===== src/rtl/heap_pop_pkg.sv =====
package heap_pop_pkg;

  typedef enum logic [2:0] {
    ST_IDLE, ST_INIT, ST_CHILD, ST_RCOMP, ST_PCOMP, ST_DONE
  } popState_t;

  typedef enum logic [1:0] {
    ADDR_LAST, ADDR_CHILD, ADDR_RIGHT, ADDR_HOLE
  } addrSel_t;

  // strobes from control to datapath
  typedef struct packed {
    logic     loadLast;
    logic     loadChild;
    logic     tryRight;
    logic     tryDescend;
    logic     placeFinal;
    addrSel_t addrSel;
  } popCtrl_t;

  // conditions from datapath to control
  typedef struct packed {
    logic rightExists;
    logic childSmaller;
    logic deeperExists;
  } popFlags_t;

endpackage


===== src/rtl/heap_pop_datapath.sv =====
module heap_pop_datapath
  import heap_pop_pkg::*;
#(
  parameter int DW = 8,
  parameter int AW = 8
) (
  input  logic          clk,
  input  logic          rst,
  input  popCtrl_t      ctrl,
  input  logic [AW-1:0] size,
  input  logic [DW-1:0] memRdata,
  output logic [AW-1:0] memAddr,
  output logic [DW-1:0] memWdata,
  output logic          memWen,
  output popFlags_t     flags
);
  localparam int IW = AW + 1;  // one extra bit so index overflow compares as out of range

  logic [AW-1:0] holeIdx;
  logic [IW-1:0] childIdx;
  logic [DW-1:0] carried;
  logic [DW-1:0] bestChild;

  logic [IW-1:0] rightIdx;
  logic [IW-1:0] deeperIdx;
  logic [IW-1:0] sizeWide;
  logic          rightLess;

  assign rightIdx  = childIdx + IW'(1);
  assign deeperIdx = {childIdx[AW-1:0], 1'b0};
  assign sizeWide  = {1'b0, size};
  assign rightLess = memRdata < bestChild;

  assign flags.rightExists  = rightIdx <= sizeWide;
  assign flags.deeperExists = deeperIdx <= sizeWide;
  assign flags.childSmaller = bestChild < carried;

  always_ff @(posedge clk or posedge rst) begin
    if (rst) begin
      holeIdx   <= '0;
      childIdx  <= '0;
      carried   <= '0;
      bestChild <= '0;
    end else begin
      if (ctrl.loadLast) begin
        carried  <= memRdata;
        holeIdx  <= AW'(1);
        childIdx <= IW'(2);
      end
      if (ctrl.loadChild) bestChild <= memRdata;
      if (ctrl.tryRight && rightLess) begin
        bestChild <= memRdata;
        childIdx  <= rightIdx;
      end
      if (ctrl.tryDescend && flags.childSmaller) begin
        holeIdx  <= childIdx[AW-1:0];
        childIdx <= deeperIdx;
      end
    end
  end

  always_comb begin
    unique case (ctrl.addrSel)
      ADDR_LAST:  memAddr = size;
      ADDR_CHILD: memAddr = childIdx[AW-1:0];
      ADDR_RIGHT: memAddr = rightIdx[AW-1:0];
      default:    memAddr = holeIdx;
    endcase
  end

  assign memWen   = (ctrl.tryDescend && flags.childSmaller) || ctrl.placeFinal;
  assign memWdata = ctrl.placeFinal ? carried : bestChild;

endmodule


===== src/rtl/heap_pop_control.sv =====
module heap_pop_control
  import heap_pop_pkg::*;
#(
  parameter int AW = 8
) (
  input  logic          clk,
  input  logic          rst,
  input  logic          start,
  input  logic [AW-1:0] size,
  input  popFlags_t     flags,
  output popCtrl_t      ctrl,
  output logic          sizeDec,
  output logic          done
);
  popState_t state, nextState;

  always_ff @(posedge clk or posedge rst) begin
    if (rst) state <= ST_IDLE;
    else     state <= nextState;
  end

  always_comb begin
    nextState    = state;
    ctrl         = '0;
    ctrl.addrSel = ADDR_HOLE;
    sizeDec      = 1'b0;
    done         = 1'b0;
    unique case (state)
      ST_IDLE: if (start && size != '0) nextState = ST_INIT;
      ST_INIT: begin
        ctrl.loadLast = 1'b1;
        ctrl.addrSel  = ADDR_LAST;
        sizeDec       = 1'b1;
        nextState     = (size > AW'(2)) ? ST_CHILD : ST_DONE;
      end
      ST_CHILD: begin
        ctrl.loadChild = 1'b1;
        ctrl.addrSel   = ADDR_CHILD;
        nextState      = flags.rightExists ? ST_RCOMP : ST_PCOMP;
      end
      ST_RCOMP: begin
        ctrl.tryRight = 1'b1;
        ctrl.addrSel  = ADDR_RIGHT;
        nextState     = ST_PCOMP;
      end
      ST_PCOMP: begin
        ctrl.tryDescend = 1'b1;
        nextState = (flags.childSmaller && flags.deeperExists) ? ST_CHILD : ST_DONE;
      end
      ST_DONE: begin
        ctrl.placeFinal = 1'b1;
        done            = 1'b1;
        nextState       = ST_IDLE;
      end
      default: nextState = ST_IDLE;
    endcase
  end

endmodule


===== src/rtl/heap_pop.sv =====
module heap_pop
  import heap_pop_pkg::*;
#(
  parameter int DW = 8,
  parameter int AW = 8
) (
  input  logic          clk,
  input  logic          rst,
  input  logic          start,
  input  logic [AW-1:0] size,
  input  logic [DW-1:0] memRdata,
  output logic [AW-1:0] memAddr,
  output logic [DW-1:0] memWdata,
  output logic          memWen,
  output logic          sizeDec,
  output logic          done
);
  popCtrl_t  ctrl;
  popFlags_t flags;

  heap_pop_control #(.AW(AW)) u_ctrl (
    .clk(clk), .rst(rst), .start(start), .size(size),
    .flags(flags), .ctrl(ctrl), .sizeDec(sizeDec), .done(done)
  );

  heap_pop_datapath #(.DW(DW), .AW(AW)) u_dp (
    .clk(clk), .rst(rst), .ctrl(ctrl), .size(size), .memRdata(memRdata),
    .memAddr(memAddr), .memWdata(memWdata), .memWen(memWen), .flags(flags)
  );

endmodule


===== config.mk =====
export PLATFORM = sky130hd
export DESIGN_NAME = heap_pop
export DESIGN_NICKNAME = d
export VERILOG_FILES = /design/src/rtl/heap_pop_pkg.sv /design/src/rtl/heap_pop_datapath.sv /design/src/rtl/heap_pop_control.sv /design/src/rtl/heap_pop.sv
export SDC_FILE = /design/constraint.sdc
export NUM_CORES = 1
export LEC_CHECK = 0
export BUFFER_PORTS_ARGS = -buffer_cell sky130_fd_sc_hd__buf_2
export CAP_MARGIN = 20
export CORE_ASPECT_RATIO = 1.4
export CORE_MARGIN = 1.5
export CORE_UTILIZATION = 47
export CTS_CLUSTER_SIZE = 12
export DETAILED_ROUTE_END_ITERATION = 16
export PLACE_DENSITY_LB_ADDON = 0.3
export SYNTH_ARGS = -nofsm -noshare
export SYNTH_HDL_FRONTEND = slang
export SYNTH_HIERARCHICAL = 1
export SYNTH_SLANG_ARGS = --single-unit

===== constraint.sdc =====
create_clock -name clk -period 3.4 [get_ports clk]
set_clock_uncertainty 0.15 [all_clocks]
set_input_delay 0.17 -clock clk [delete_from_list [all_inputs] [get_ports clk]]
set_output_delay 0.17 -clock clk [all_outputs]
set_load 0.005 [all_outputs]

# Word-level counts from Yosys, hierarchy flattened
# Cells that the tools add are included.
# Widths: inputs -> output; s select.
[word_totals]
ff_bits = 36
in_bits = 19
out_inout_bits = 19
elab_cells = 50
[classes]
add_sub_neg = 1
n_lt_le_gt_ge = 5
n_eq_ne = 8
muxes = 20
n_reduce_logical = 11
[ops]
columns = ["operator", "n"]
rows = [
  ["$mux 8", 5],
  ["$mux 9", 3],
  ["$pmux 8 s3", 1],
  ["$le 9x8->1", 2],
  ["$lt 8x8->1", 2],
  ["$pmux 3 s5", 1],
  ["$mux 3", 4],
  ["$add 9x1->9 const B", 1],
  ["$gt 8x2->1 const B", 1],
  ["$reduce_bool 8->1", 1],
  ["$eq 3x2->1 const B", 2],
  ["$eq 3x3->1 const B", 2],
  ["$pmux 2 s3", 1],
  ["$mux 1", 5],
  ["$logic_and 1x1->1", 4],
  ["$reduce_bool 2->1", 2],
  ["$eq 3x1->1 const B", 1],
  ["$logic_not 3->1", 1],
  ["$reduce_bool 3->1", 1],
  ["$eq 2x1->1 const B", 1],
  ["$eq 2x2->1 const B", 1],
  ["$logic_not 2->1", 1],
  ["$ne 2x1->1 const B", 1],
  ["$logic_or 1x1->1", 1],
]

# Longest topological paths before layout
[depth]
depth_word = 5
depth_mapped = 13
ltp_nobuf = 12

# Modules after synthesis
# Netlist, hierarchy kept.
[modules_own_cells]
columns = ["mod", "instances", "cells_per_inst", "area_per_inst_um2", "seq_area_each_um2"]
rows = [
  ["heap_pop_datapath", 1, 260, 2590.0, 825.8],
  ["heap_pop_control", 1, 35, 289.0, 75.1],
]

# Worst setup path after synthesis
# Ideal clock, no wire load.
[synth_timing]
path_kind = "register to register"
start = "register u_dp.childIdx[2]"
end = "register u_ctrl.state[0]"
setup_ns = 0.086
arrival_time_ns = 2.608
required_ns = 3.164
setup_slack_ns = 0.556
path_stages_with_launch = 14
n_path_buf = 1
period_less_slack_ns = 2.844
path_cell_list = "dfrtp_1 -> clkbuf_1 -> and4_1 -> and4_1 -> xnor2_1 -> ha_1 -> nand4_1 -> or2_2 -> o211ai_1 -> a31oi_1 -> a211oi_1 -> and2b_1 -> o21ai_0 -> a32oi_1"
[synth_lines]
columns = ["item", "line", "source"]
rows = [
  ["start, declared", "heap_pop_datapath.sv:20", "logic [IW-1:0] childIdx;"],
  ["start signal, assigned", "heap_pop_datapath.sv:53", "childIdx <= rightIdx;"],
  ["start signal, assigned", "heap_pop_datapath.sv:57", "childIdx <= deeperIdx;"],
  ["end signal, assigned", "heap_pop_control.sv:19", "else state <= nextState;"],
  ["end, declared", "heap_pop_control.sv:15", "popState_t state, nextState;"],
]

==> impl_metrics.tcl <==
set metrics [dict create \
    rows 33 \
    drcViolationCount 0 \
    synthToLayoutAreaGrowth_pct 14.5 \
    setup_viol 0 \
    synthArstFlopShare_pct 100 \
    avgSynthCellArea_um2 9.76 \
    ctsLongestPathBuffers 2 \
    m1WireLength_mm 2.90 \
    yosys_warnings 6 \
    maxSlewViolCount 0 \
    dpl.hpwl_mm 5.17 \
    fin_util_pct 55.8 \
    routed_wl_mm 6.67 \
    top_layer "met4" \
    insertedDiodeCount 0 \
    fmax_mhz 329 \
    grt_usage_pct 21.1 \
    leakagePower_nw 1.62 \
    hold_viol 0 \
    ys_seq_area_share_pct 31.3 \
    fin_hold_ws_ns 0.0872 \
    drt_iter0_markers 163 \
    critPathMaxFanout 11 \
    finalCritPeriodShare_pct 89.5 \
    cts_max_level 2 \
    r2r_slack_ns 0.36 \
    power_density_nw_per_um2 737 \
    grt_max_degree 34 \
    drive_above_1_share_pct 25.4 \
    wl_per_cell_um 16.2 \
    synth_simple_gate_area_share_pct 14.7 \
    grt_setup_unrepaired "no" \
    num-fill-cells 538 \
    hold_depth 4 \
    core_um2 5900 \
    cts_root_buf "clkbuf_8" \
    critical_path_arrival_ns 3.09 \
    wl_met2_mm 3.33 \
    syn_nets 344 \
    cts_resized 0 \
    num_io_pins 38 \
    vias 2385 \
    cts.reportedPaths.clkPinSlew_ns 0.07 \
    synth_mux_area_share_pct 14.6 \
    yosysTopAreaCellShare_pct 31.3 \
    grt_pass1_vias 2425 \
    synth.area.top_cells "dfrtp_1 (31%), ha_1 (13%), mux2_2 (5.5%)" \
    synthXorXnorAreaFrac_pct 1.83 \
    synthFlopType "dfrtp_1" \
    setup_tns_ns 0 \
    p_total_mw 2.43 \
    synth_compound_area_share_pct 17.9 \
    status "completed" \
    tightestPinTransition_ns 0.806 \
    place_congestion 0.966 \
    die_h_um 95.6 \
    drt-pass1-iter-count 4 \
    synthAdderAreaFrac_pct 13.0 \
    crit_type "reg -> reg" \
    clkSinkCount 36 \
    fp.dieArea_um2 6610 \
    synthesis.area_um2 2880 \
    die_w_um 69.1 \
    ant_nets 0 \
    synth_top_area_cell "dfrtp_1" \
    hold_buffers 9 \
    synth_top_family_by_area "compound AO/OA/AOI/OAI gates" \
    syn-instance-count 295 \
    synth-edff-count 0 \
    fin_nets 391 \
    postCtsSetupRepairBufs 0 \
    grt_overflow 0 \
    ys_ff_latch 36 \
    wl_met3_um 269 \
    cp-start-kind "register" \
    r2r_cells 12 \
    clock_latency_ns 0.28 \
    cts_tree "built" \
    drv_cap 0 \
    numPortBuffers 37 \
    routed_via_density 5.79 \
    synth.distinct_cells 56 \
    min_period_ns 3.04 \
    grt_pass1_wl_mm 11.1 \
    initial_core_util_pct 48.8 \
    cp_data_required_time_ns 3.45 \
    antenna_found_initial 0 \
    slew_headroom_pct 46.0 \
    cp-end-kind "register" \
    cts_made_buffers 5 \
    ir_drop_v 0.000423 \
    hold_class "in -> reg" \
]
==> sequential cells by signal (all words and copies together), names as in the netlist <==
register	flops
u_dp/carried	8
u_dp/bestChild	8
u_dp/childIdx	9
u_dp/holeIdx	8
u_ctrl/state	3
==> cells in the mapped netlist, drive strengths merged, types with 7 or more instances <==
cell and n:
inv 31, nand3 7, mux4 7, nand2 25, clkbuf 7, o21ai 25, nor2 9, ha 30
nand2b 7, dfrtp 36, mux2 19
==> power by group <==
part | internal [mW] | total, mW | switching (mW) | leakage (nW)
Clock | 0.139 | 0.281 | 0.142 | 0.0410
Combinational | 0.682 | 1.45 | 0.764 | 1.13
Sequential | 0.574 | 0.702 | 0.127 | 0.457
==> layout by cell type, fill, tap and decap left out, drive strengths merged, types with 6 or more instances in the layout <==
master and count:
mux2 19, clkbuf 6, inv 31, mux4 7
dlygate4sd3 9, nand3 7, nand2 25, dfrtp 36
ha 30, nor2b 6, o21ai 25, buf 43
nand4 6, nor2 9, nand2b 7
==> worst max-delay path, stage by stage, from the launching register on <==
cell	delay, ns
dfrtp_1	0.52
and4_1	0.32
and4_1	0.22
xnor2_1	0.10
ha_1	0.32
nand4_1	0.09
or2_2	0.32
o211ai_1	0.10
a31oi_1	0.06
a211oi_1	0.37
and2b_1	0.17
o21ai_0	0.07
a32oi_1	0.15
==> metal layers <==
metal	up-vias	global-route usage, %
met2	64	37.4
li1	1168	-
met3	15	3.28
met4	0	10.3
met5	-	0
met1	1138	24.9
==> stage by stage <==
stage / area [um^2] / instances / setup slack [ns]
after floorplan: 2880 / 295 / 0.556
after CTS: 3300 / 412 / 0.329
after global routing: 3300 / 412 / 0.140
after detailed placement: 3130 / 396 / 0.398
final: 3300 / 412 / 0.357
after global placement: 3130 / 396 / 0.453
==> cell families after synthesis <==
family,Yosys count
and+or+nand+nor,76
AOI/OAI and AO/OA,73
buffers and inverters,45
DFF,36
adders and majority gates,30
muxes,29
xor gates and xnor gates,6
==> final timing paths <==
check                                                      to                          from
worst max register to register    u_ctrl/state[0]$_DFFE_PP0P_  u_dp/childIdx[2]$_DFFE_PP0P_
max in group asynchronous       u_dp/bestChild[1]$_DFFE_PP0P_                           rst
worst min register to register    u_dp/carried[0]$_DFFE_PP0P_   u_dp/carried[0]$_DFFE_PP0P_
worst min-delay path              u_ctrl/state[0]$_DFFE_PP0P_                       size[5]
worst max-delay path              u_ctrl/state[0]$_DFFE_PP0P_  u_dp/childIdx[2]$_DFFE_PP0P_
min in group asynchronous         u_ctrl/state[1]$_DFFE_PP0P_                           rst
==> area by class of cell <==
cell class | instances | area (um^2) | share of cell area (%)
inverters | 33 | 124 | 3.76
clock buffers | 6 | 72.6 | 2.20
flip-flops and latches | 36 | 901 | 27.3
multi-input cells | 214 | 1790 | 54.2
well taps | 70 | 87.6 | 2.66
clock inverters | 1 | 5.00 | 0.152
repair buffers | 52 | 320 | 9.72
(Power assumes the default switching activity.)
